File: src/rtl/nvm_pkg.sv
package nvm_pkg;
    typedef enum logic [1:0] {
        OP_NONE = 2'b00,
        OP_WORD = 2'b01,
        OP_ROW  = 2'b10,
        OP_PAGE = 2'b11
    } nvm_op_e;

    typedef enum logic [1:0] {
        KEY_LOCKED = 2'b00,
        KEY_HALF   = 2'b01,
        KEY_ARMED  = 2'b10
    } key_state_e;

    localparam logic [15:0] KEY_FIRST  = 16'h0055;
    localparam logic [15:0] KEY_SECOND = 16'h00AA;
endpackage

File: src/rtl/nvm_unlock.sv
module nvm_unlock
    import nvm_pkg::*;
(
    input  logic        clk,
    input  logic        rst_n,
    input  logic        wr_en,
    input  logic        wr_sel,
    input  logic [15:0] wr_data,
    input  logic        busy,
    output logic        armed
);
    typedef struct packed {
        key_state_e st;
    } unl_t;

    unl_t s_d, s_q;

    always_comb begin
        s_d = s_q;
        if (wr_en && !busy) begin
            if (wr_sel) begin
                if (s_q.st == KEY_HALF)
                    s_d.st = (wr_data == KEY_SECOND) ? KEY_ARMED : KEY_LOCKED;
                else
                    s_d.st = (wr_data == KEY_FIRST) ? KEY_HALF : KEY_LOCKED;
            end else begin
                if (s_q.st == KEY_HALF)
                    s_d.st = KEY_LOCKED;
                else if (s_q.st == KEY_ARMED && wr_data[15])
                    s_d.st = KEY_LOCKED;
            end
        end
    end

    always_ff @(posedge clk or negedge rst_n) begin
        if (!rst_n) s_q <= '{st: KEY_LOCKED};
        else        s_q <= s_d;
    end

    assign armed = (s_q.st == KEY_ARMED);


    arm_after_second_key_chk: assert property (@(posedge clk) disable iff (!rst_n)
        $rose(armed) |-> $past(wr_en && wr_sel && wr_data == KEY_SECOND));


    unlock_spent_chk: assert property (@(posedge clk) disable iff (!rst_n)
        (armed && wr_en && !wr_sel && wr_data[15] && !busy) |=> !armed);
endmodule

File: src/rtl/nvm_align.sv
module nvm_align
    import nvm_pkg::*;
#(
    parameter int ADDR_W     = 24,
    parameter int WORD_BYTES = 3,
    parameter int ROW_BYTES  = 192,
    parameter int PAGE_ROWS  = 8
) (
    input  nvm_op_e             op,
    input  logic [ADDR_W-1:0]   addr,
    output logic                ok
);
    localparam int PAGE_BYTES = ROW_BYTES * PAGE_ROWS;

    logic word_ok, row_ok, page_ok;

    assign word_ok = (addr % ADDR_W'(WORD_BYTES)) == '0;
    assign row_ok  = (addr % ADDR_W'(ROW_BYTES))  == '0;
    assign page_ok = (addr % ADDR_W'(PAGE_BYTES)) == '0;

    always_comb begin
        unique case (op)
            OP_WORD: ok = word_ok;
            OP_ROW:  ok = row_ok;
            OP_PAGE: ok = page_ok;
            default: ok = 1'b0;
        endcase
    end
endmodule

File: src/rtl/nvm_timer.sv
module nvm_timer
    import nvm_pkg::*;
#(
    parameter int WORD_CYCLES = 1424,
    parameter int ROW_CYCLES  = 11064,
    parameter int PAGE_CYCLES = 44256
) (
    input  logic    clk,
    input  logic    rst_n,
    input  logic    launch,
    input  nvm_op_e op,
    output logic    busy,
    output logic    done
);
    localparam int MAX_A  = (WORD_CYCLES > ROW_CYCLES) ? WORD_CYCLES : ROW_CYCLES;
    localparam int MAX_C  = (MAX_A > PAGE_CYCLES) ? MAX_A : PAGE_CYCLES;
    localparam int CNT_W  = $clog2(MAX_C + 1);

    typedef struct packed {
        logic             busy;
        logic             done;
        logic [CNT_W-1:0] cnt;
    } tmr_t;

    tmr_t t_d, t_q;
    logic [CNT_W-1:0] load_val;

    always_comb begin
        unique case (op)
            OP_WORD: load_val = CNT_W'(WORD_CYCLES - 1);
            OP_PAGE: load_val = CNT_W'(PAGE_CYCLES - 1);
            default: load_val = CNT_W'(ROW_CYCLES - 1);
        endcase
    end

    always_comb begin
        t_d      = t_q;
        t_d.done = 1'b0;
        if (t_q.busy) begin
            if (t_q.cnt == '0) begin
                t_d.busy = 1'b0;
                t_d.done = 1'b1;
            end else begin
                t_d.cnt = t_q.cnt - 1'b1;
            end
        end else if (launch) begin
            t_d.busy = 1'b1;
            t_d.cnt  = load_val;
        end
    end

    always_ff @(posedge clk or negedge rst_n) begin
        if (!rst_n) t_q <= '{busy: 1'b0, done: 1'b0, cnt: '0};
        else        t_q <= t_d;
    end

    assign busy = t_q.busy;
    assign done = t_q.done;


    count_step_chk: assert property (@(posedge clk) disable iff (!rst_n)
        (t_q.busy && t_q.cnt != '0) |=> (t_q.busy && t_q.cnt == $past(t_q.cnt) - 1'b1));


    done_on_fall_chk: assert property (@(posedge clk) disable iff (!rst_n)
        t_q.done |-> (!t_q.busy && $past(t_q.busy)));
endmodule

File: src/rtl/nvm_seq.sv
module nvm_seq
    import nvm_pkg::*;
#(
    parameter int ADDR_W      = 24,
    parameter int WORD_BYTES  = 3,
    parameter int ROW_BYTES   = 192,
    parameter int PAGE_ROWS   = 8,
    parameter int WORD_CYCLES = 1424,
    parameter int ROW_CYCLES  = 11064,
    parameter int PAGE_CYCLES = 44256
) (
    input  logic              clk,
    input  logic              rst_n,
    input  logic              wr_en,
    input  logic              wr_sel,
    input  logic [15:0]       wr_data,
    input  logic              rd_sel,
    input  logic [ADDR_W-1:0] tgt_addr,
    output logic [15:0]       rd_data,
    output logic              stall,
    output logic              done
);
    typedef struct packed {
        nvm_op_e op;
        logic    err;
    } ctl_t;

    ctl_t    c_d, c_q;
    logic    busy, armed, addr_ok, ctl_wr, start_try, launch;
    nvm_op_e new_op;
    logic    unused_bits;

    assign unused_bits = ^wr_data[14:2];
    assign new_op      = nvm_op_e'(wr_data[1:0]);
    assign ctl_wr      = wr_en && !wr_sel && !busy;
    assign start_try   = ctl_wr && wr_data[15];
    assign launch      = start_try && armed && addr_ok;

    nvm_unlock u_unlock (
        .clk     (clk),
        .rst_n   (rst_n),
        .wr_en   (wr_en),
        .wr_sel  (wr_sel),
        .wr_data (wr_data),
        .busy    (busy),
        .armed   (armed)
    );

    nvm_align #(
        .ADDR_W     (ADDR_W),
        .WORD_BYTES (WORD_BYTES),
        .ROW_BYTES  (ROW_BYTES),
        .PAGE_ROWS  (PAGE_ROWS)
    ) u_align (
        .op   (new_op),
        .addr (tgt_addr),
        .ok   (addr_ok)
    );

    nvm_timer #(
        .WORD_CYCLES (WORD_CYCLES),
        .ROW_CYCLES  (ROW_CYCLES),
        .PAGE_CYCLES (PAGE_CYCLES)
    ) u_timer (
        .clk    (clk),
        .rst_n  (rst_n),
        .launch (launch),
        .op     (new_op),
        .busy   (busy),
        .done   (done)
    );

    always_comb begin
        c_d = c_q;
        if (ctl_wr) c_d.op = new_op;
        if (start_try && armed) c_d.err = !addr_ok;
    end

    always_ff @(posedge clk or negedge rst_n) begin
        if (!rst_n) c_q <= '{op: OP_NONE, err: 1'b0};
        else        c_q <= c_d;
    end

    assign stall   = busy;
    assign rd_data = rd_sel ? 16'h0000 : {busy, 1'b0, c_q.err, 11'b0, c_q.op};


    locked_no_start_chk: assert property (@(posedge clk) disable iff (!rst_n)
        (start_try && !armed) |=> !stall);


    misalign_refused_chk: assert property (@(posedge clk) disable iff (!rst_n)
        (start_try && armed && !addr_ok) |=> (!stall && c_q.err));


    busy_hold_chk: assert property (@(posedge clk) disable iff (!rst_n)
        (busy && wr_en) |=> (c_q.op == $past(c_q.op)));


    launch_clears_err_chk: assert property (@(posedge clk) disable iff (!rst_n)
        $rose(stall) |-> !c_q.err);
endmodule

File: config.mk
export PLATFORM = sky130hd
export DESIGN_NAME = nvm_seq
export DESIGN_NICKNAME = d
export VERILOG_FILES = /design/src/rtl/nvm_pkg.sv /design/src/rtl/nvm_unlock.sv /design/src/rtl/nvm_align.sv /design/src/rtl/nvm_timer.sv /design/src/rtl/nvm_seq.sv
export SDC_FILE = /design/constraint.sdc
export NUM_CORES = 1
export LEC_CHECK = 0
export BUFFER_PORTS_ARGS = -buffer_cell sky130_fd_sc_hd__buf_2
export CAP_MARGIN = 20
export CORE_MARGIN = 2
export CORE_UTILIZATION = 57
export DETAILED_ROUTE_END_ITERATION = 7
export PLACE_DENSITY = 0.81
export SLEW_MARGIN = 20
export SYNTH_ARGS = -nofsm -noshare
export SYNTH_HDL_FRONTEND = slang
export SYNTH_SLANG_ARGS = --single-unit
File: constraint.sdc
create_clock -name clk -period 8.3 [get_ports clk]
set_input_delay 0.83 -clock clk [delete_from_list [all_inputs] [get_ports clk]]
set_output_delay 0.83 -clock clk [all_outputs]
set_load 0.1 [all_outputs]
==> run metrics <==
status=completed; Setup TNS Final=0 ns; post-synthesis register bit count=23; worst-margin pin slew=0.6704 ns; Final Wtd Congestion=0.9491; Primary FF master, synth=dfrtp_1; area delta synth->final=7.141%; Detail Route Antenna Nets=0; Yosys cell types=100; Clock power frac=15.8%; Pint=237.8 µW; synthesized area per cell=7.205 µm²; n_diodes=0; total wire length=9.850 mm; ys async rst share=between 90% and 100%; adder-cell share of the synthesized area=1.006%; vias in the first global route=3700; number of port buffers=50; FF+latch area=about 580 µm²; Sw Share=46.95%; Slew Viols, Final=0; H-tree levels=1; DR WL/cell=roughly 16 µm; grt total ovfl=0; Final Non-Filler Cells=623; DRC=0; xor/xnor cell area share of the yosys netlist=3.520%; Clock Skews=0.002904 ns; Slew HR=a little over half; Worst EP arrival=7.98 ns; crit end category=flop; net switching power=approximately 210 µW; 1st-pass router iterations=7; most used cell, CP=nand2_1; 1st-iter DRT viols=335; Setup Fix Bufs, Post-CTS=0; post-placement cell count=619; Hold Crit Class=flop to flop; number of synthesized flops with an enable pin=0; Comb pwr share=58.7%; root buffer cell=clkbuf_8; number of vias per cell=6.764; compound-gate portion of the synthesized area=36.57%; Finish-stage setup viols=0; dpl hpwl=7.484 mm; Setup CP Type=primary input to flop; initial antenna violation count=0; total CTS buffers=3; Core ar.=between 0.006 and 0.007 mm²; sequential share of power=25.5%; P_leak=0.001637 µW; min Tclk post-route=7.781 ns; Synth Area in Simple Gates=33.19%; Synth Warn #=0; Fillers=588; cell area after synthesis=0.003732 mm²; max incr delay on CP=between 0.4 and 0.5 ns; die extent in x=roughly 85 µm; Vias=4214; die height=84.92 µm; Worst path slowest cell=or4_4; largest family of logic cells by synthesized area=compound AO/OA/AOI/OAI gates; first-pass GRT wire length=16.44 mm; Final nets=595; largest net degree at the start of global routing=24; sequential element share of the synthesized area=between 10% and 20%; CTS Buffer Depth=2; Clock Pin Slew Worst Setup and Hold Paths=0.08 ns; total global-route track usage=between 20% and 30%; die area=0.007211 mm²; Starting Density=58.78%; Worst setup SP type=primary input; CTS tree=built; row cnt=29; VDD IR-drop max=0.1108 mV; CTS sink count=23; area taken by multi-input logic gates=between 0.002 and 0.003 mm²; Power per Cell Area=112.1 mW/mm²; final hold violation count=0; # IOs=63; CP Max Fanout=12; final period utilization=93.75%; max-cap viol count=0; post-synthesis mux area share=between 2 and 2.5%; RSZ-0062 raised after global routing=no; Post-Synthesis Cells=just over 500; share of layout cells above drive strength 1=17.95%; WP data required=8.50 ns; fmax=0.1285 GHz; later-pin clock latency in the skew report=0.26 ns
-- layout by cell type (no fill, tap or decap), types with 4 or more instances in the layout --
cell type and n:
nand2b_1 11, or4_1 4, o21ai_0 26, nand3_1 12, a221oi_1 4, a21oi_1 36
conb_1 12, or2_2 5, inv_1 18, nor4_1 4, or3_1 8, xor2_1 8
o31ai_1 10, a21o_1 4, o221a_1 4, nand4_1 6, dfrtp_1 23, nand3b_1 7
nor2_1 46, nand2_1 43, buf_2 50, o2111ai_1 5, nor3_1 23, and3_1 4
and2_1 10, a211oi_2 4, o211ai_1 4, o21ai_1 5, nor3b_1 4, a31oi_1 10
a211oi_1 4, nor2b_1 14, xnor2_1 7
-- per-stage QoR --
stage | hold WS, ns | instance area (µm²) | worst slack [ns] | util (%) | power (µW)
detailed placement | 0.4825 | 3918 | 0.1148 | 61.69 | 368.8
floorplan | 0.4553 | 3774 | 0.9481 | - | 324.3
global placement | 0.4790 | 3918 | 0.3244 | 61.69 | 362.0
finish | 0.5086 | 3999 | 0.5188 | 62.98 | 448.2
CTS | 0.5083 | 3963 | 0.3636 | 62.40 | 440.4
global route | 0.5213 | 3999 | 0.01677 | 62.98 | 476.3
-- what timing repair did --
action | in CTS | in global routing
resized for setup | 0 | 11
endpoints found under the setup margin | 0 | 16
hold buffers | 0 | 0
-- worst paths after layout --
check,start,end,slack (ns),cells past startpoint
max reg2reg,u_timer.t_q[0],u_timer.t_q[10],4.93,12
min,u_unlock.s_q[1],u_unlock.s_q[1],0.51,1
min in group asynchronous,rst_n,u_timer.t_q[1],0.53,1
min reg2reg,u_unlock.s_q[1],u_unlock.s_q[1],0.51,1
max,tgt_addr[21],u_timer.t_q[10],0.52,31
max in group asynchronous,rst_n,u_timer.t_q[11],7.41,1
-- cell families (layout without fill, tap and decap cells) --
family                   count (synthesis)  count (layout)
buffers and inverters                   59              76
AND/OR/NAND/NOR                        228             228
flip-flops                              23              23
multiplexers                             7               7
other                                    1              12
adder cells (fa/ha/maj)                  3               3
AO/OA/AOI/OAI                          182             182
XOR/XNOR                                15              15
-- power by group through the flow --
stage,logic [µW],registers (µW),clock network (µW)
global route,286,114,76.1
global placement,246,116,0
CTS,254,114,72.7
detailed placement,253,116,0
finish,263,114,71.0
floorplan,208,116,0
-- final cells by class --
type                    instances  area share [%]
multi-input cells             447           73.56
flip-flops and latches         23           14.39
repair buffers                 52           6.633
inverters                      20           1.877
clock buffers                   4           1.126
well taps                      77           2.409
-- sequential cells by signal, summed over array words and instances (netlist names) --
signal        flops
c_q               3
u_timer.done      1
u_timer.t_q      16
u_timer.busy      1
u_unlock.s_q      2
-- Yosys cell counts, types with 3 or more instances --
| cell type | count | area [µm²] |
|---|---|---|
| nor3_1 | 23 | 115.1 |
| nand4_1 | 6 | 37.54 |
| a21oi_1 | 36 | 180.2 |
| or2_2 | 5 | 31.28 |
| nor2b_1 | 14 | 87.58 |
| clkbuf_1 | 13 | 48.80 |
| o211ai_1 | 4 | 30.03 |
| nor2_1 | 47 | 176.4 |
| a211oi_2 | 3 | 37.54 |
| buf_4 | 14 | 105.1 |
| nand3_1 | 13 | 65.06 |
| o2111ai_1 | 5 | 43.79 |
| or3_1 | 8 | 50.05 |
| ha_1 | 3 | 37.54 |
| o31ai_1 | 10 | 75.07 |
| xor2_1 | 8 | 70.07 |
| nor4_1 | 4 | 25.02 |
| o21a_1 | 3 | 22.52 |
| and3_1 | 4 | 25.02 |
| inv_1 | 18 | 67.56 |
| nand3b_1 | 7 | 52.55 |
| buf_2 | 9 | 45.04 |
| o221a_1 | 4 | 45.04 |
| a21o_1 | 4 | 30.03 |
| a221oi_1 | 4 | 35.03 |
| o221ai_1 | 3 | 26.28 |
| o211a_1 | 3 | 30.03 |
| dfrtp_1 | 23 | 575.6 |
| xnor2_1 | 7 | 61.31 |
| nand2b_1 | 11 | 68.82 |
| o21ai_0 | 27 | 135.1 |
| o21ai_1 | 4 | 20.02 |
| nand2_1 | 43 | 161.4 |
| nor4bb_1 | 3 | 30.03 |
| a31oi_1 | 10 | 62.56 |
| and2_1 | 11 | 68.82 |
| mux2_2 | 3 | 33.78 |
| a211oi_1 | 5 | 37.54 |
| a211o_1 | 3 | 26.28 |
| nor3b_1 | 4 | 30.03 |
| or4_1 | 5 | 37.54 |
-- worst max-delay path: cells and delay by family --
family	cells	cell delay, ns
compound gates	15	3.38
fa+ha+maj	2	0.52
buf+inv	4	0.70
mux	1	0.32
simple gates	9	2.20
-- metal layers --
metal  up-vias  GRT usage [%]  part of all wire, %
met2       218          47.46                   50
met3        31          2.724                  7.6
met4         0          3.896                  1.6
met1      1965          34.70                   41
li1       2000              -                    -
met5         -              0                    0
Power figures use the tool's default switching activity.
